--- config.mk ---
export PLATFORM = sky130hd
export DESIGN_NAME = exec2_pipe
export DESIGN_NICKNAME = d
export VERILOG_FILES = /design/src/rtl/exec2_pkg.sv /design/src/rtl/exec2_alu.sv /design/src/rtl/exec2_mdiv.sv /design/src/rtl/exec2_stage2.sv /design/src/rtl/exec2_pipe.sv
export SDC_FILE = /design/constraint.sdc
export NUM_CORES = 1
export LEC_CHECK = 0
export ABC_AREA = 0
export BUFFER_PORTS_ARGS = -buffer_cell sky130_fd_sc_hd__buf_4
export CAP_MARGIN = 30
export CORE_ASPECT_RATIO = 0.8
export CORE_MARGIN = 3
export CORE_UTILIZATION = 40
export DETAILED_ROUTE_END_ITERATION = 12
export SYNTH_ARGS = -nofsm -noshare
export SYNTH_HDL_FRONTEND = slang
export SYNTH_SLANG_ARGS = --single-unit
--- constraint.sdc ---
create_clock -name clk -period 38.1 [get_ports clk]
set_clock_uncertainty 0.1 [all_clocks]
set_input_delay 0 -clock clk [delete_from_list [all_inputs] [get_ports clk]]
set_output_delay 0 -clock clk [all_outputs]
set_load 0.01 [all_outputs]
--- src/rtl/exec2_pkg.sv ---
// Package: opcode encoding and classification helpers shared by the
// execute pipeline. Assumes 4-bit opcodes; unused codes behave as NOP.
package exec2_pkg;

    localparam int OP_W = 4;

    typedef enum logic [OP_W-1:0] {
        OP_ADD  = 4'd0,
        OP_SUB  = 4'd1,
        OP_AND  = 4'd2,
        OP_OR   = 4'd3,
        OP_XOR  = 4'd4,
        OP_ADDC = 4'd5,
        OP_CLZ  = 4'd6,
        OP_CTZ  = 4'd7,
        OP_POPC = 4'd8,
        OP_MFS  = 4'd9,
        OP_MTS  = 4'd10,
        OP_MUL  = 4'd11,
        OP_DIV  = 4'd12,
        OP_MOD  = 4'd13,
        OP_NOP  = 4'd15
    } exop_e;

    // Operations whose result is finished in stage 2
    function automatic logic is_late(exop_e op);
        return (op == OP_CLZ) || (op == OP_CTZ) || (op == OP_POPC) ||
               (op == OP_MFS) || (op == OP_MTS);
    endfunction

    // Operations that stall stage 1 for several cycles
    function automatic logic is_md(exop_e op);
        return (op == OP_MUL) || (op == OP_DIV) || (op == OP_MOD);
    endfunction

endpackage

--- src/rtl/exec2_alu.sv ---
// Stage-1 combinational datapath. Finishes the single-cycle arithmetic and
// logic operations and produces the {overflow, carry} status update.
// For late operations it prepares the operand for the stage-2 counter
// (bit-reversed for trailing-zero count). Assumes XLEN >= 2.
module exec2_alu
    import exec2_pkg::*;
#(
    parameter int XLEN = 16
) (
    input  exop_e             op,
    input  logic [XLEN-1:0]   a,
    input  logic [XLEN-1:0]   b,
    input  logic              cin,
    output logic [XLEN-1:0]   res,
    output logic              st_we,
    output logic [1:0]        st_new
);

    localparam int MSB = XLEN - 1;

    logic [XLEN:0]   ext;
    logic [XLEN-1:0] rev;

    // Bit reversal of operand a, used to turn trailing into leading zeros
    always_comb begin
        for (int i = 0; i < XLEN; i++) rev[i] = a[MSB-i];
    end

    // Result and status selection per opcode
    always_comb begin
        ext    = '0;
        res    = '0;
        st_we  = 1'b0;
        st_new = 2'b00;
        case (op)
            OP_ADD, OP_ADDC: begin
                ext    = {1'b0, a} + {1'b0, b} + {{XLEN{1'b0}}, (op == OP_ADDC) ? cin : 1'b0};
                res    = ext[MSB:0];
                st_we  = 1'b1;
                st_new = {(a[MSB] == b[MSB]) && (ext[MSB] != a[MSB]), ext[XLEN]};
            end
            OP_SUB: begin
                ext    = {1'b0, a} + {1'b0, ~b} + {{XLEN{1'b0}}, 1'b1};
                res    = ext[MSB:0];
                st_we  = 1'b1;
                st_new = {(a[MSB] != b[MSB]) && (ext[MSB] != a[MSB]), ext[XLEN]};
            end
            OP_AND:  res = a & b;
            OP_OR:   res = a | b;
            OP_XOR:  res = a ^ b;
            OP_CTZ:  res = rev;
            OP_CLZ, OP_POPC, OP_MFS, OP_MTS: res = a;
            default: res = '0;
        endcase
    end

endmodule

--- src/rtl/exec2_mdiv.sv ---
// Multi-cycle multiply/divide unit owned by stage 1. A start loads a
// fixed countdown (MUL_CYC or DIV_CYC); busy stays high while the count
// is non-zero and done marks the final busy cycle. Unsigned divide; a zero
// divisor yields all ones (quotient) or the dividend (remainder).
// Assumes start is only raised while idle.
module exec2_mdiv
    import exec2_pkg::*;
#(
    parameter int XLEN    = 16,
    parameter int TAG_W   = 5,
    parameter int MUL_CYC = 4,
    parameter int DIV_CYC = 8
) (
    input  logic              clk,
    input  logic              rst_n,
    input  logic              flush,
    input  logic              start,
    input  exop_e             op,
    input  logic [XLEN-1:0]   a,
    input  logic [XLEN-1:0]   b,
    input  logic [TAG_W-1:0]  tag,
    input  logic              we,
    output logic              busy,
    output logic              done,
    output logic [XLEN-1:0]   res,
    output logic [TAG_W-1:0]  res_tag,
    output logic              res_we
);

    localparam int MAXC = (MUL_CYC > DIV_CYC) ? MUL_CYC : DIV_CYC;
    localparam int CW   = $clog2(MAXC + 1);

    logic [CW-1:0]     cnt;
    logic [XLEN-1:0]   ra, rb;
    exop_e             rop;
    logic [2*XLEN-1:0] prod;

    // Countdown and operand capture
    always_ff @(posedge clk) begin
        if (!rst_n) begin
            cnt     <= '0;
            ra      <= '0;
            rb      <= '0;
            rop     <= OP_NOP;
            res_tag <= '0;
            res_we  <= 1'b0;
        end else if (flush) begin
            cnt <= '0;
        end else if (start) begin
            cnt     <= (op == OP_MUL) ? CW'(MUL_CYC) : CW'(DIV_CYC);
            ra      <= a;
            rb      <= b;
            rop     <= op;
            res_tag <= tag;
            res_we  <= we;
        end else if (cnt != '0) begin
            cnt <= cnt - 1'b1;
        end
    end

    assign busy = (cnt != '0);
    assign done = (cnt == CW'(1));
    assign prod = {{XLEN{1'b0}}, ra} * {{XLEN{1'b0}}, rb};

    // Final result from the held operands
    always_comb begin
        case (rop)
            OP_MUL:  res = prod[XLEN-1:0];
            OP_DIV:  res = (rb == '0) ? '1 : ra / rb;
            OP_MOD:  res = (rb == '0) ? ra : ra % rb;
            default: res = '0;
        endcase
    end

    // a new multi-cycle operation only starts when the unit is idle
    p_start_idle_r7: assert property (@(posedge clk) disable iff (!rst_n)
        start |-> !busy);

    // the countdown never exceeds the longest configured latency
    p_cnt_bound_r6: assert property (@(posedge clk) disable iff (!rst_n)
        busy |=> (cnt <= CW'(MAXC)));

endmodule

--- src/rtl/exec2_stage2.sv ---
// Stage 2: finishes the bit-count operations (leading-zero count, which also
// serves trailing zeros on a reversed operand, and population count) and
// the slow special-register moves, then presents the writeback result.
// Slow registers are written as the move enters this stage.
module exec2_stage2
    import exec2_pkg::*;
#(
    parameter int XLEN  = 16,
    parameter int TAG_W = 5,
    parameter int NSLOW = 2
) (
    input  logic                 clk,
    input  logic                 rst_n,
    input  logic                 flush,
    input  logic                 s1_valid,
    input  logic [TAG_W-1:0]     s1_tag,
    input  logic                 s1_we,
    input  exop_e                s1_op,
    input  logic [XLEN-1:0]      s1_data,
    input  logic [((NSLOW > 1) ? $clog2(NSLOW) : 1)-1:0] s1_sel,
    output logic                 wb_valid,
    output logic [TAG_W-1:0]     wb_tag,
    output logic                 wb_we,
    output logic [XLEN-1:0]      wb_data
);

    localparam int SW    = (NSLOW > 1) ? $clog2(NSLOW) : 1;
    localparam int CNT_W = $clog2(XLEN + 1);

    logic [XLEN-1:0]  sreg [NSLOW];
    logic [CNT_W-1:0] lz, pc;
    logic [XLEN-1:0]  fin;
    logic             sel_ok;

    assign sel_ok = (int'(s1_sel) < NSLOW);

    // Leading-zero count and population count of the stage-1 operand
    always_comb begin
        lz = CNT_W'(XLEN);
        pc = '0;
        for (int i = 0; i < XLEN; i++) begin
            if (s1_data[i]) lz = CNT_W'(XLEN - 1 - i);
            pc = pc + CNT_W'(s1_data[i]);
        end
    end

    // Final stage-2 value per opcode
    always_comb begin
        case (s1_op)
            OP_CLZ, OP_CTZ: fin = XLEN'(lz);
            OP_POPC:        fin = XLEN'(pc);
            OP_MFS:         fin = sel_ok ? sreg[s1_sel] : '0;
            default:        fin = s1_data;
        endcase
    end

    // Slow special registers, written by a move entering stage 2
    always_ff @(posedge clk) begin
        if (!rst_n) begin
            for (int i = 0; i < NSLOW; i++) sreg[i] <= '0;
        end else if (s1_valid && !flush && (s1_op == OP_MTS) && sel_ok) begin
            sreg[s1_sel] <= s1_data;
        end
    end

    // Writeback register
    always_ff @(posedge clk) begin
        if (!rst_n) begin
            wb_valid <= 1'b0;
            wb_tag   <= '0;
            wb_we    <= 1'b0;
            wb_data  <= '0;
        end else begin
            wb_valid <= s1_valid && !flush;
            wb_tag   <= s1_tag;
            wb_we    <= s1_we;
            wb_data  <= fin;
        end
    end

    // a slow-register move that is not flushed is visible next cycle
    p_slow_write_r5: assert property (@(posedge clk) disable iff (!rst_n)
        (s1_valid && !flush && s1_op == OP_MTS && sel_ok)
        |=> (sreg[$past(s1_sel)] == $past(s1_data)));

endmodule

--- src/rtl/exec2_pipe.sv ---
// Top of the two-stage integer execute pipeline. Stage 1 accepts an
// operation when valid, idle and not flushing, finishes single-cycle work
// and owns the multi-cycle unit; stage 2 finishes counts and slow-register
// moves. Only stage 1 offers a bypass. Status {overflow, carry} is forwarded
// from the last value written, or from the committed input after a flush.
module exec2_pipe
    import exec2_pkg::*;
#(
    parameter int XLEN    = 16,
    parameter int TAG_W   = 5,
    parameter int MUL_CYC = 4,
    parameter int DIV_CYC = 8,
    parameter int NSLOW   = 2
) (
    input  logic              clk,
    input  logic              rst_n,
    input  logic              flush_i,
    input  logic              in_valid_i,
    input  logic [3:0]        in_op_i,
    input  logic [XLEN-1:0]   in_a_i,
    input  logic [XLEN-1:0]   in_b_i,
    input  logic [TAG_W-1:0]  in_tag_i,
    input  logic              in_we_i,
    input  logic [1:0]        st_commit_i,
    output logic              busy_o,
    output logic              fwd_valid_o,
    output logic [TAG_W-1:0]  fwd_tag_o,
    output logic              fwd_we_o,
    output logic [XLEN-1:0]   fwd_data_o,
    output logic              wb_valid_o,
    output logic [TAG_W-1:0]  wb_tag_o,
    output logic              wb_we_o,
    output logic [XLEN-1:0]   wb_data_o,
    output logic [1:0]        st_fwd_o
);

    localparam int SW = (NSLOW > 1) ? $clog2(NSLOW) : 1;

    exop_e            op_in;
    logic             accept, md_start;
    logic [XLEN-1:0]  alu_res;
    logic             alu_st_we;
    logic [1:0]       alu_st;
    logic             md_busy, md_done, md_we;
    logic [XLEN-1:0]  md_res;
    logic [TAG_W-1:0] md_tag;

    logic             s1_valid, s1_we;
    logic [TAG_W-1:0] s1_tag;
    exop_e            s1_op;
    logic [XLEN-1:0]  s1_data;
    logic [SW-1:0]    s1_sel;

    logic [1:0]       st_last;
    logic             st_use_last;

    assign op_in    = exop_e'(in_op_i);
    assign accept   = in_valid_i && !md_busy && !flush_i;
    assign md_start = accept && is_md(op_in);
    assign st_fwd_o = st_use_last ? st_last : st_commit_i;

    exec2_alu #(.XLEN(XLEN)) u_alu (
        .op     (op_in),
        .a      (in_a_i),
        .b      (in_b_i),
        .cin    (st_fwd_o[0]),
        .res    (alu_res),
        .st_we  (alu_st_we),
        .st_new (alu_st)
    );

    exec2_mdiv #(.XLEN(XLEN), .TAG_W(TAG_W), .MUL_CYC(MUL_CYC), .DIV_CYC(DIV_CYC)) u_mdiv (
        .clk     (clk),
        .rst_n   (rst_n),
        .flush   (flush_i),
        .start   (md_start),
        .op      (op_in),
        .a       (in_a_i),
        .b       (in_b_i),
        .tag     (in_tag_i),
        .we      (in_we_i),
        .busy    (md_busy),
        .done    (md_done),
        .res     (md_res),
        .res_tag (md_tag),
        .res_we  (md_we)
    );

    // Stage-1 register: multi-cycle result, new single-cycle op, or bubble
    always_ff @(posedge clk) begin
        if (!rst_n) begin
            s1_valid <= 1'b0;
            s1_tag   <= '0;
            s1_we    <= 1'b0;
            s1_op    <= OP_NOP;
            s1_data  <= '0;
            s1_sel   <= '0;
        end else if (flush_i) begin
            s1_valid <= 1'b0;
        end else if (md_done) begin
            s1_valid <= 1'b1;
            s1_tag   <= md_tag;
            s1_we    <= md_we;
            s1_op    <= OP_MUL;
            s1_data  <= md_res;
        end else if (accept && !is_md(op_in)) begin
            s1_valid <= 1'b1;
            s1_tag   <= in_tag_i;
            s1_we    <= in_we_i;
            s1_op    <= op_in;
            s1_data  <= alu_res;
            s1_sel   <= in_b_i[SW-1:0];
        end else begin
            s1_valid <= 1'b0;
        end
    end

    // Status forwarding: remember last write, fall back to committed on flush
    always_ff @(posedge clk) begin
        if (!rst_n) begin
            st_last     <= 2'b00;
            st_use_last <= 1'b0;
        end else if (flush_i) begin
            st_use_last <= 1'b0;
        end else if (accept && alu_st_we) begin
            st_last     <= alu_st;
            st_use_last <= 1'b1;
        end
    end

    exec2_stage2 #(.XLEN(XLEN), .TAG_W(TAG_W), .NSLOW(NSLOW)) u_s2 (
        .clk      (clk),
        .rst_n    (rst_n),
        .flush    (flush_i),
        .s1_valid (s1_valid),
        .s1_tag   (s1_tag),
        .s1_we    (s1_we),
        .s1_op    (s1_op),
        .s1_data  (s1_data),
        .s1_sel   (s1_sel),
        .wb_valid (wb_valid_o),
        .wb_tag   (wb_tag_o),
        .wb_we    (wb_we_o),
        .wb_data  (wb_data_o)
    );

    assign busy_o      = md_busy;
    assign fwd_valid_o = s1_valid && !is_late(s1_op);
    assign fwd_tag_o   = s1_tag;
    assign fwd_we_o    = s1_we;
    assign fwd_data_o  = s1_data;

    // no bypass result while the multi-cycle unit holds stage 1
    p_bubble_r7: assert property (@(posedge clk) disable iff (!rst_n)
        busy_o |-> !fwd_valid_o);

    // a flush empties both stages and ends any busy period
    p_flush_clear_r8: assert property (@(posedge clk) disable iff (!rst_n)
        flush_i |=> (!fwd_valid_o && !wb_valid_o && !busy_o && st_fwd_o == st_commit_i));

    // the result is on the bypass when busy ends without a flush
    p_md_result_r6: assert property (@(posedge clk) disable iff (!rst_n)
        ($fell(busy_o) && !$past(flush_i)) |-> fwd_valid_o);

    // an unflushed bypass result reaches writeback unchanged
    p_wb_follow_r11: assert property (@(posedge clk) disable iff (!rst_n)
        (fwd_valid_o && !flush_i) |=>
        (wb_valid_o && wb_data_o == $past(fwd_data_o) && wb_tag_o == $past(fwd_tag_o)));

endmodule

* Word level (Yosys, flattened, before mapping) *
Memory sizes are Yosys's and may differ from the RTL's. A register that Yosys moved wholly into a read port is not among the register bits.
Cells that the tools add are included.

cells by class
  $add $sub $neg = 20
  multiply operators = 1
  div/mod/pow operators = 2
  equality and inequality tests = 26
  multiplexer cells = 47
  bitwise logic cells = 7
  reduce and logical (&&, ||, !) cells = 35

operator list
  cell                     count
  $pmux W16 S7             1
  $pmux W16 S3             2
  $mux W5                  18
  $mux W16                 5
  $add A5 B1 Y5            14
  $eq A4 B4 Y1 const B     12
  $add A16 B16 Y17         2
  $eq A4 B3 Y1 const B     6
  $mux W4                  5
  $add A17 B1 Y17          1
  $add A17 B1 Y17 const B  1
  $and A16 B16 Y16         1
  $div A16 B16 Y16         1
  $logic_not A16 Y1        1
  $mod A16 B16 Y16         1
  $mul A16 B16 Y16         1
  $not A16 Y16             1
  $or A16 B16 Y16          1
  $reduce_or A16 Y1        1
  $xor A16 B16 Y16         1
  $mux W1                  14
  $logic_and A1 B1 Y1      10
  $eq A4 B1 Y1 const B     2
  $eq A4 B2 Y1 const B     2
  other kinds (17)         34

word-level totals
  register bits = 100
  memory bits (writable) = 32
  input port bits = 48
  output and inout bits = 49
  word-level logic and storage cells = 157
  memories kept = 1

memory list
  name       depth  bits a word  read ports  clocked after Yosys merged registers in  wr ports  line                RTL
  u_s2.sreg  2      16           1           1                                        2         exec2_stage2.sv:30  logic [XLEN-1:0] sreg [NSLOW];

* Logic depth before layout (Yosys ltp) *
Gate-level depths: netlist of run 1.

  depth in word-level cells = 17
  gate-level depth with buffers = 134
  gate-level depth less buffers = 122

* Cells and area by module *
A second synthesis of run 1 with hierarchy kept.

unflattened totals
  cells, all modules = 2,705
  area total of the unflattened synthesis = 20,946.3 µm²

modules (own cells, without submodules)
  module        instances  cells each  area each (µm²)  seq. area each (µm²)
  exec2_mdiv    1          1,915       14,004.7         920.9
  exec2_stage2  1          245         2,766.4          1,421.4
  exec2_alu     1          392         2,632.5          0.0
  exec2_pipe    1          153         1,542.7          620.6

* Worst setup path after synthesis of run 1 *
Ideal clock, no wire load.

  path type = register -> register
  from = register u_mdiv.rb[7]
  to = register s1_data[5], in the netlist fwd_data_o[5]
  setup time = 0.074 ns
  arrival = 27.887 ns
  required time = 37.926 ns
  path slack = 10.039 ns
  stages on the path, launching flop included = 123
  buffers on the path = 14
  clock period less this slack = 28.061 ns
  path through = dfxtp_1 -> buf_2 -> or4_4 -> nor4_4 -> and3_1 -> nor2_1 -> ha_1 -> o21a_1 -> o211a_1 -> and2_1 -> a21oi_1 -> ha_1 -> o21ai_0 -> a21oi_1 -> nand2_1 -> nand2_1 -> o21ai_0 -> ha_1 -> [... 87 more ...] -> o21bai_1 -> a21oi_1 -> o31ai_1 -> a21oi_1 -> clkbuf_1 -> a21oi_1 -> fa_1 -> a21o_1 -> a21o_1 -> a2111oi_0 -> nor4_1 -> o31a_1 -> o41ai_2 -> clkbuf_1 -> nor3_1 -> a2111oi_0 -> o21ai_0 -> o21ai_0

on the way
  longest elaborated chain between the ends = 4
  elaborated cells on any way between the ends = 7
  classes of those cells = div: 2; mux: 4; reduce/logical: 1

RTL lines
  what                                            line                                RTL
  from (decl)                                     exec2_mdiv.sv:34                    logic [XLEN-1:0] ra, rb;
  from (signal assigned)                          exec2_mdiv.sv:43                    rb <= '0;
  from (signal assigned)                          exec2_mdiv.sv:52                    rb <= b;
  $mod A16 B16 Y16, or another cell as far along  exec2_mdiv.sv:70                    OP_MOD: res = (rb == '0) ? ra : ra % rb;
  $mux W16, on equally long branches              exec2_mdiv.sv:70, exec2_mdiv.sv:69
  $pmux W16 S3 (*)                                exec2_mdiv.sv:67                    case (rop)
  $mux W16 (*)                                    exec2_pipe.sv:100                   end else if (md_done) begin
  to (signal assigned)                            exec2_pipe.sv:105                   s1_data <= md_res;
  to (signal assigned)                            exec2_pipe.sv:111                   s1_data <= alu_res;
  to (decl)                                       exec2_pipe.sv:51                    logic [XLEN-1:0] s1_data;

Every way passes the cells marked *; elsewhere a longest branch is shown, timed or not.
A chain may end at the register's enable or synchronous reset.

* Final worst setup path of run 1 *
  from = register u_mdiv.rb[7]
  to = register s1_data[4], in the netlist fwd_data_o[4]

Same word-level chain as after synthesis.

==> impl_results.rst, run 1 <==
.. list-table::
   :header-rows: 1

   * - Metric
     - Value
   * - Longest Clk Path Bufs
     - 2
   * - Transition time at the pin with the least slew margin
     - 1.064 ns
   * - Post-CTS setup repair buffer count
     - 0
   * - Buffers and inverters on the worst path
     - 5
   * - DP Worst Slack
     - 5.802 ns
   * - Number of sinks handled by clock tree synthesis
     - ~130
   * - Number of synthesized flops with an enable pin
     - 32
   * - ANT cells
     - 0
   * - Tightest slew margin relative to the limit
     - 28.94%
   * - Grt ovf
     - 0
   * - Total via count after detailed routing
     - 19,920
   * - First-pass GRT wire length
     - 111,600 um
   * - Number of CTS-inserted buffers
     - 17
   * - Setup_tns
     - 0 ns
   * - Initial standard-cell utilization of the core
     - 40.68%
   * - Final slew viol count
     - 0
   * - Number of global-route vias before repair
     - 18,970
   * - Data arrival time of the worst path
     - 32.87 ns
   * - H-tree levels
     - 4
   * - Highest-delay cell along the critical path
     - sky130_fd_sc_hd__a2111oi_0
   * - Top_reg_cell synth
     - sky130_fd_sc_hd__dfxtp_1
   * - Final critical path time including I/O delays and setup
     - 32.63 ns
   * - Combined area of all synthesized cells
     - 19,760 um2
   * - DRC Markers
     - 0
   * - HP Class
     - input port to flop
   * - Sequential fraction of the synthesis area
     - around 15%
   * - Cells after synthesis
     - between 2,000 and 3,000
   * - Number of synthesized register bits
     - about 130
   * - Number of warnings reported in the yosys synthesis log
     - 0
   * - Boundary pin count
     - 97
   * - Area enclosed by the die boundary
     - 52,110 um2
   * - Synthesized Nets
     - 2,998
   * - Number of standard-cell rows in the floorplan
     - 72
   * - Synth unique cells
     - 84
   * - Clock Tree Root
     - sky130_fd_sc_hd__clkbuf_16
   * - Setup repair after global routing missed its margin
     - no
   * - Floorplan Core Area
     - 48,560 um2
   * - Achievable Freq
     - 30.64 MHz
   * - Proportion of layout cells with a drive suffix above 1
     - 9.545%
   * - Final GP Congestion
     - 0.9569
   * - Antenna violations before repair
     - 1
   * - Latest clock arrival within the worst-skew pair
     - 0.45 ns
   * - Clock transition at path regs
     - around 0.070 ns
   * - Worst Setup Start Kind
     - flop
   * - Hold WS
     - 0.06670 ns
   * - DPL Wire Length
     - 56,180 um
   * - Die height
     - 204.8 um
   * - Cell family contributing the most delay on the critical path
     - compound AO/OA/AOI/OAI gates
   * - Maximum number of pins on one net before global-route repair
     - 48
   * - Area added between synthesis and finish
     - 12.68%
   * - Critical path capture point type
     - flop
   * - Nets
     - 3,081
   * - Final WS setup
     - 5.467 ns
   * - Max_cap viols
     - 0
   * - Overall Global Routing Usage
     - 27.78%
   * - Post-route fraction of the period consumed by the critical path
     - between 80% and 90%
   * - Detailed-route wire length per cell
     - 21.89 um
   * - Residual antenna-violating net count after detailed routing
     - 0
   * - Critical path start-end classification
     - flop to flop
   * - Final non-filler cell area
     - 22,260 um2
   * - Result of the run
     - complete, no violations
   * - Mean area per synthesized cell
     - 7.578 um2
   * - Placed cell area
     - roughly 21,000 um2
   * - Leading cell types in the layout, fill and taps excluded
     - sky130_fd_sc_hd__nand2_1 (351), sky130_fd_sc_hd__ha_1 (249), sky130_fd_sc_hd__inv_1 (241), sky130_fd_sc_hd__a21oi_1 (215), sky130_fd_sc_hd__nor2_1 (180)
   * - Hold Violations, Final
     - 0
   * - Longest individual stage delay on the worst path
     - 0.77 ns
   * - Horiz. Die Dim
     - 254.5 um
   * - Most common cell after layout, fill and taps aside
     - sky130_fd_sc_hd__nand2_1
   * - Final setup vio count
     - 0
   * - Initial DRC count
     - about 2,000
   * - Library cell appearing most often on the critical path
     - sky130_fd_sc_hd__a21oi_1
   * - Required time reported for the critical path endpoint
     - 38.34 ns
   * - Ys async rst share
     - 0%
   * - Buffers on Ports
     - 96
   * - TritonCTS clock tree
     - done
   * - Routed WL
     - roughly 73,000 um
   * - Count of cells resized by post-cts repair
     - 0
   * - Number of iterations in the first detailed-routing pass
     - 7
   * - Post-detailed-route via-to-cell ratio
     - 5.977
   * - Maximum fanout encountered on the critical timing path
     - 26
==> metrics by stage <==
| stage | std cells | util [%] |
|---|---|---|
| 2_1_floorplan | 2607 | - |
| 3_3_place_gp | 3250 | 43.55 |
| 3_5_place_dp | 3254 | 43.68 |
| 4_1_cts | 3330 | 45.82 |
| 5_1_grt | 3332 | 45.84 |
| 6_report | 3332 | 45.84 |
==> sequential cells by signal, summed over array words and instances (netlist names), named ones only <==
name	cells
u_mdiv.rop	4
u_mdiv.res_we	1
u_mdiv.res_tag	5
st_use_last	1
u_s2.wb_tag	5
fwd_we_o	1
s1_sel	1
u_mdiv.cnt	4
s1_valid	1
st_last	2
u_mdiv.ra	16
u_s2.wb_valid	1
u_s2.wb_data	16
s1_op	4
fwd_data_o	16
u_s2.sreg	32
u_mdiv.rb	16
fwd_tag_o	5
u_s2.wb_we	1
==> logic make-up (layout without fill, tap and decap cells) <==
logic type	count (synthesis)	count (layout)	share of synthesized area, %
AND/OR/NAND/NOR	845	845	19.67
XOR/XNOR	145	145	6.429
multiplexers	57	57	3.122
adder cells (fa/ha/maj)	343	343	25.30
buffers and inverters	370	466	7.081
AO/OA/AOI/OAI	714	714	23.30
flip-flops	133	133	15.10
==> worst paths after layout <==
path / start / endpoint / slack [ns] / cells past startpoint
setup / recovery: u_mdiv.rb[7]$_SDFFE_PN0P_ / fwd_data_o[4]$_SDFFE_PN0P_ / 5.47 / 113
setup reg to reg: u_mdiv.rb[7]$_SDFFE_PN0P_ / fwd_data_o[4]$_SDFFE_PN0P_ / 5.47 / 113
hold / removal: in_valid_i / st_use_last$_SDFFE_PP0P_ / 0.07 / 5
hold reg to reg: s1_valid$_SDFF_PP0_ / u_s2.wb_valid$_SDFF_PN0_ / 0.34 / 2
==> repair_timing <==
item,in CTS,in global routing
endpoints found under the hold margin,82,0
endpoints found under the setup margin,0,0
hold buffers,44,0
==> worst register-to-register path: cells and delay by family, from the launching register on <==
kind                     cells  cell delay, ns
AO/OA/AOI/OAI               72           20.02
AND/OR/NAND/NOR             19            5.15
adder cells (fa/ha/maj)     15            4.85
buffers and inverters        5            1.26
multiplexers                 2            0.70
flip-flops                   1            0.41
==> synthesized netlist by cell type (20+ instances only) <==
cell	n	area, um2
sky130_fd_sc_hd__nand2_1	351	1318
sky130_fd_sc_hd__ha_1	249	3115
sky130_fd_sc_hd__inv_1	241	904.6
sky130_fd_sc_hd__a21oi_1	215	1076
sky130_fd_sc_hd__nor2_1	182	683.2
sky130_fd_sc_hd__o21ai_0	142	710.7
sky130_fd_sc_hd__clkbuf_1	119	446.7
sky130_fd_sc_hd__dfxtp_1	101	2022
sky130_fd_sc_hd__fa_1	94	1882
sky130_fd_sc_hd__nor3_1	88	440.4
sky130_fd_sc_hd__xnor2_1	77	674.4
sky130_fd_sc_hd__xor2_1	68	595.6
sky130_fd_sc_hd__nand3_1	43	215.2
sky130_fd_sc_hd__a21o_1	42	315.3
sky130_fd_sc_hd__a31oi_1	38	237.7
sky130_fd_sc_hd__and2_1	36	225.2
sky130_fd_sc_hd__edfxtp_1	32	960.9
sky130_fd_sc_hd__mux2i_1	29	290.3
sky130_fd_sc_hd__o211ai_1	29	217.7
sky130_fd_sc_hd__mux2_2	27	304.0
sky130_fd_sc_hd__o21a_1	26	195.2
sky130_fd_sc_hd__or3_1	25	156.4
sky130_fd_sc_hd__or2_2	22	137.6
sky130_fd_sc_hd__a211oi_1	20	150.1
sky130_fd_sc_hd__a22oi_1	20	150.1
sky130_fd_sc_hd__o31ai_1	20	150.1
==> per-layer routing <==
metal	wire length (um)	share of wire [%]	GRT usage, %
met2	30610	42	40.98
met1	33370	46	40.36
met5	0	0	0
met3	7197	9.9	6.588
met4	1752	2.4	7.204
==> final cells by class <==
class | instances | area, um2
Multi-Input combinational cell | 2104 | 15410
Timing Repair Buffer | 190 | 1567
Clock inverter | 13 | 133.9
Sequential cell | 133 | 2983
Clock buffer | 19 | 464.2
Fill cell | 4763 | 26300
Tap cell | 629 | 787.0
Inverter | 244 | 915.9
Power of run 1 is not shown: default switching activity piles up to over one toggle a cycle in this logic, so the estimate is an artifact.
==> run 2, diff against run 1 <==
==> constraint.sdc (replaced) <==
create_clock -name clk -period 33.4 [get_ports clk]
set_clock_uncertainty 0.1 [all_clocks]
set_input_delay 8.35 -clock clk [delete_from_list [all_inputs] [get_ports clk]]
set_output_delay 8.35 -clock clk [all_outputs]
set_load 0.01 [all_outputs]
==> impl_results.rst, run 2 (synthesis results as in run 1) <==
.. list-table::
   :header-rows: 1

   * - Metric
     - Value
   * - Result of the run
     - complete, no violations
   * - Clock transition at path regs
     - 0.07 ns
   * - Setup_tns
     - 0 ns
   * - Floorplan Core Area
     - 48,560 um2
   * - Number of CTS-inserted buffers
     - 17
   * - Detailed-route wire length per cell
     - about 22 um
   * - Library cell appearing most often on the critical path
     - sky130_fd_sc_hd__ha_1
   * - Area added between synthesis and finish
     - 10.56%
   * - Total via count after detailed routing
     - 19,800
   * - Data arrival time of the worst path
     - 31.38 ns
   * - Critical path capture point type
     - flop
   * - Met2 Routed Length
     - slightly above 30,000 um
   * - ANT cells
     - 0
   * - Final critical path time including I/O delays and setup
     - between 30 and 40 ns
   * - TritonCTS clock tree
     - done
   * - Number of standard-cell rows in the floorplan
     - 72
   * - Maximum number of pins on one net before global-route repair
     - 42
   * - Latest clock arrival within the worst-skew pair
     - between 0.4 and 0.5 ns
   * - Critical path start-end classification
     - flop to flop
   * - Overall Global Routing Usage
     - 27.29%
   * - Buffers on Ports
     - 96
   * - Area enclosed by the die boundary
     - ~52,000 um2
   * - Leading cell types in the layout, fill and taps excluded
     - sky130_fd_sc_hd__nand2_1 (350), sky130_fd_sc_hd__ha_1 (249), sky130_fd_sc_hd__inv_1 (240), sky130_fd_sc_hd__a21oi_1 (215), sky130_fd_sc_hd__nor2_1 (179)
   * - Transition time at the pin with the least slew margin
     - 1.023 ns
   * - Final slew viol count
     - 0
   * - Buffers and inverters on the worst path
     - 7
   * - Achievable Freq
     - 32.12 MHz
   * - Proportion of layout cells with a drive suffix above 1
     - 10.20%
   * - Number of flip-flops under the largest register name
     - 32
   * - Final setup vio count
     - 0
   * - Number of sinks handled by clock tree synthesis
     - 133
   * - Horiz. Die Dim
     - between 200 and 300 um
   * - Clock Tree Root
     - sky130_fd_sc_hd__clkbuf_16
   * - Longest individual stage delay on the worst path
     - 0.66 ns
   * - Final GP Congestion
     - 0.9607
   * - Initial standard-cell utilization of the core
     - 40.68%
   * - Hold WS
     - 0.3546 ns
   * - Nets
     - between 3,000 and 4,000
   * - Die height
     - approximately 200 um
   * - DPL Wire Length
     - 55,680 um
   * - Maximum fanout encountered on the critical timing path
     - 22
   * - Post-route fraction of the period consumed by the critical path
     - approximately 93%
   * - Residual antenna-violating net count after detailed routing
     - 0
   * - Register with the highest flop count
     - u_s2.sreg
   * - HP Class
     - flop to flop
   * - Routed WL
     - 71,770 um
   * - Grt ovf
     - 0
   * - Tightest slew margin relative to the limit
     - 31.27%
   * - Setup repair after global routing missed its margin
     - no
   * - Hold Violations, Final
     - 0
   * - Cell family contributing the most delay on the critical path
     - compound AO/OA/AOI/OAI gates
   * - Post-detailed-route via-to-cell ratio
     - 6.008
   * - First-pass GRT wire length
     - 110,500 um
   * - Longest Clk Path Bufs
     - 2
   * - Number of global-route vias before repair
     - 18,730
   * - Boundary pin count
     - between 90 and 100
   * - DRC Markers
     - 0
   * - Initial DRC count
     - 1,869
   * - Metal3 WL
     - 5962 um
   * - Share of the core filled with cells in the final layout
     - 44.98%
   * - Detailed-routing wirelength on met1
     - 34,000 um
   * - Antenna violations before repair
     - 0
   * - H-tree levels
     - 4
   * - Max_cap viols
     - 0
   * - Most common cell after layout, fill and taps aside
     - sky130_fd_sc_hd__nand2_1
   * - Required time reported for the critical path endpoint
     - 33.64 ns
   * - Highest layer used for signal routing
     - met4
   * - Highest-delay cell along the critical path
     - sky130_fd_sc_hd__dfxtp_2
   * - Worst Setup Start Kind
     - flop
   * - Number of iterations in the first detailed-routing pass
     - 7
## run 2: cell types whose count changed in the layout (fill, tap and decap cells not counted), sizes merged
cell         delta
clkbuf          -2
clkinv          -1
buf             +7
bufinv          -1
clkinvlp        +3
dlygate4sd3    -44
inv             +1
## run 2: metal layers
metal | global-route usage [%] | vias to the layer above
li1 | - | 9246
met1 | 41.06 | 9578
met2 | 40.55 | 874
met3 | 4.481 | 98
met4 | 5.997 | 0
met5 | 0 | -
## run 2: repair_timing
| action | CTS | global route |
|---|---|---|
| resized for setup | 0 | 10 |
| setup endpoints to repair | 0 | 16 |
| hold buffers | 0 | 0 |
| buffers inserted | 0 | 3 |
## run 2: area by class of cell
cell class / instances / area (um2)
Clock buffer: 18 / 450.4
Clock inverter: 14 / 128.9
Fill cell: 4824 / 26720
Inverter: 244 / 919.6
Multi-Input combinational cell: 2104 / 15430
Sequential cell: 133 / 2984
Tap cell: 629 / 787.0
Timing Repair Buffer: 152 / 1135
Timing Repair inverter: 1 / 5.005
## run 2: worst paths after layout
path                              from                    endpoint  slack [ns]  depth (start not counted)
max          u_mdiv.rb[0]$_SDFFE_PN0P_  fwd_data_o[4]$_SDFFE_PN0P_        2.26                        120
min                s1_valid$_SDFF_PP0_    u_s2.wb_valid$_SDFF_PN0_        0.35                          2
max reg2reg  u_mdiv.rb[0]$_SDFFE_PN0P_  fwd_data_o[4]$_SDFFE_PN0P_        2.26                        120
min reg2reg        s1_valid$_SDFF_PP0_    u_s2.wb_valid$_SDFF_PN0_        0.35                          2
## run 2: worst register-to-register path, delay by kind of cell (launching register included)
kind | cells | cell delay [ns]
buffers and inverters | 7 | 1.75
flip-flops | 1 | 0.66
AO/OA/AOI/OAI | 68 | 17.76
XOR/XNOR | 1 | 0.30
multiplexers | 2 | 0.56
adder cells (fa/ha/maj) | 16 | 5.16
AND/OR/NAND/NOR | 26 | 4.79
## run 2: per-stage QoR
step,area (um2),instances,setup slack (ns)
after floorplan,19760,2607,5.339
after global placement,21170,3253,1.574
after detailed placement,21200,3258,1.054
after CTS,21780,3290,0.9870
after global routing,21840,3295,0.07666
final,21840,3295,2.263
Power of run 2 is left out for the same reason.
==> run 3, diff against run 2 <==
--- a/config.mk
+++ b/config.mk
@@ -8,10 +8,10 @@
 export ABC_AREA = 0
 export BUFFER_PORTS_ARGS = -buffer_cell sky130_fd_sc_hd__buf_4
 export CAP_MARGIN = 30
-export CORE_ASPECT_RATIO = 0.8
 export CORE_MARGIN = 3
 export CORE_UTILIZATION = 40
 export DETAILED_ROUTE_END_ITERATION = 12
+export GPL_TIMING_DRIVEN = 1
 export SYNTH_ARGS = -nofsm -noshare
 export SYNTH_HDL_FRONTEND = slang
 export SYNTH_SLANG_ARGS = --single-unit
==> constraint.sdc (replaced) <==
create_clock -name clk -period 35.1 [get_ports clk]
set_clock_uncertainty 0.1 [all_clocks]
set_input_delay 8.775 -clock clk [delete_from_list [all_inputs] [get_ports clk]]
set_output_delay 8.775 -clock clk [all_outputs]
set_load 0.01 [all_outputs]
==> impl_results.rst, run 3 (synthesis results as in run 1) <==
.. list-table::
   :header-rows: 1

   * - Metric
     - Value
   * - Count of cells resized by post-cts repair
     - 0
   * - H-tree levels
     - 4
   * - Critical hold path startpoint
     - s1_valid$_SDFF_PP0_
   * - Final GP Congestion
     - approximately 0.97
   * - Latest clock arrival within the worst-skew pair
     - between 0.4 and 0.5 ns
   * - Area enclosed by the die boundary
     - 52,090 um2
   * - Final slew viol count
     - 0
   * - Final critical path time including I/O delays and setup
     - between 30 and 40 ns
   * - Critical path start-end classification
     - flop to flop
   * - Number of iterations in the first detailed-routing pass
     - 8
   * - Clock Tree Root
     - sky130_fd_sc_hd__clkbuf_16
   * - Overall Global Routing Usage
     - 26.89%
   * - Post-detailed-route via-to-cell ratio
     - 6.008
   * - Residual antenna-violating net count after detailed routing
     - 0
   * - Maximum fanout encountered on the critical timing path
     - 26
   * - Clock transition at path regs
     - 0.08 ns
   * - Routed WL
     - just over 70,000 um
   * - Grt ovf
     - 0
   * - Post-route fraction of the period consumed by the critical path
     - 92.25%
   * - Number of sinks handled by clock tree synthesis
     - 133
   * - Tightest slew margin relative to the limit
     - 31.64%
   * - DPL Wire Length
     - 55,040 um
   * - Library cell appearing most often on the critical path
     - sky130_fd_sc_hd__ha_1
   * - Achievable Freq
     - 30.88 MHz
   * - DRC Markers
     - 0
   * - Most common cell after layout, fill and taps aside
     - sky130_fd_sc_hd__nand2_1
   * - Hold Violations, Final
     - 0
   * - R2r startpoint
     - u_mdiv.rb[12]$_SDFFE_PN0P_
   * - Data arrival time of the worst path
     - 32.63 ns
   * - Critical path capture point type
     - flop
   * - Leading cell types in the layout, fill and taps excluded
     - sky130_fd_sc_hd__nand2_1 (351), sky130_fd_sc_hd__ha_1 (249), sky130_fd_sc_hd__inv_1 (241), sky130_fd_sc_hd__a21oi_1 (215), sky130_fd_sc_hd__nor2_1 (180)
   * - Max_cap viols
     - 0
   * - Number of CTS-inserted buffers
     - 17
   * - Initial standard-cell utilization of the core
     - around 41%
   * - Initial DRC count
     - 1,942
   * - First-pass GRT wire length
     - ~110,000 um
   * - Required time reported for the critical path endpoint
     - 35.35 ns
   * - Highest-delay cell along the critical path
     - sky130_fd_sc_hd__a31oi_2
   * - HP Class
     - flop to flop
   * - Number of global-route vias before repair
     - just under 20,000
   * - TritonCTS clock tree
     - done
   * - Startpoint of the worst setup timing path
     - u_mdiv.rb[12]$_SDFFE_PN0P_
   * - Die height
     - roughly 230 um
   * - Transition time at the pin with the least slew margin
     - 1.022 ns
   * - Register with the highest flop count
     - u_s2.sreg
   * - ANT cells
     - 0
   * - Buffers on Ports
     - 96
   * - Hold buffer count at cts
     - 0
   * - Horiz. Die Dim
     - 228.2 um
   * - Detailed-route wire length per cell
     - between 20 and 25 um
   * - Result of the run
     - complete, no violations
   * - Setup_tns
     - 0 ns
   * - Floorplan Core Area
     - 48,250 um2
   * - Area added between synthesis and finish
     - 10.50%
   * - Number of flip-flops under the largest register name
     - 32
   * - Post-CTS setup repair buffer count
     - 0
   * - Maximum number of pins on one net before global-route repair
     - 46
   * - Proportion of layout cells with a drive suffix above 1
     - 9.563%
   * - Worst Setup Start Kind
     - flop
   * - Nets
     - 3,034
   * - Fill cell instance count of the final layout
     - 4,922
   * - Total via count after detailed routing
     - just under 20,000
   * - Antenna violations before repair
     - 0
   * - Final setup vio count
     - 0
   * - Boundary pin count
     - 97
   * - Number of standard-cell rows in the floorplan
     - 80
   * - Longest Clk Path Bufs
     - 2
   * - Setup repair after global routing missed its margin
     - no
   * - Longest individual stage delay on the worst path
     - between 0.8 and 0.9 ns
==> run 3: changes by cell type in the layout (fill, tap and decap cells not counted), sizes merged <==
cell and delta:
bufinv +2, clkinvlp -4, inv +3, clkbuf +1
clkinv -1, buf -11
==> run 3: cell type report <==
class / instances / area, um2 / share of cell area [%]
Timing Repair Buffer: 143 / 1081 / 4.952
Multi-Input combinational cell: 2104 / 15400 / 70.56
Clock buffer: 17 / 425.4 / 1.949
Tap cell: 656 / 820.8 / 3.760
Clock inverter: 15 / 201.4 / 0.9228
Sequential cell: 133 / 2983 / 13.66
Inverter: 244 / 915.9 / 4.196
==> run 3: worst paths after layout <==
kind	end	slack, ns	cells past startpoint
hold / removal	u_s2.wb_valid$_SDFF_PN0_	0.36	2
hold reg to reg	u_s2.wb_valid$_SDFF_PN0_	0.36	2
setup / recovery	fwd_data_o[4]$_SDFFE_PN0P_	2.72	116
setup reg to reg	fwd_data_o[4]$_SDFFE_PN0P_	2.72	116
==> run 3: critical path, delay by kind of cell, from the launching register on <==
family | cells | cell delay, ns
fa+ha+maj | 15 | 4.60
buf+inv | 5 | 1.08
mux | 1 | 0.43
simple gates | 24 | 5.54
compound gates | 71 | 20.06
flops | 1 | 0.38
==> run 3: layer usage <==
layer / global-route usage, % / vias to the layer above / routed length [um]
met2: 43.21 / 838 / 32520
met3: 3.880 / 156 / 5087
met5: 0 / - / 0
li1: - / 9247 / -
met1: 36.75 / 9658 / 32020
met4: 9.728 / 0 / 2524
==> run 3: per-stage QoR <==
stage	cell area, um2	instances	setup WS [ns]	hold WS [ns]	utilization [%]
2_1_floorplan	19760	2607	7.039	0.3206	-
3_3_place_gp	21170	3276	3.821	0.3338	43.87
3_5_place_dp	21170	3277	3.119	0.3397	43.88
4_1_cts	21800	3309	2.965	0.3541	45.18
5_1_grt	21830	3312	0.1290	0.3751	45.25
6_report	21830	3312	2.721	0.3554	45.25
Power of run 3 is left out for the same reason.
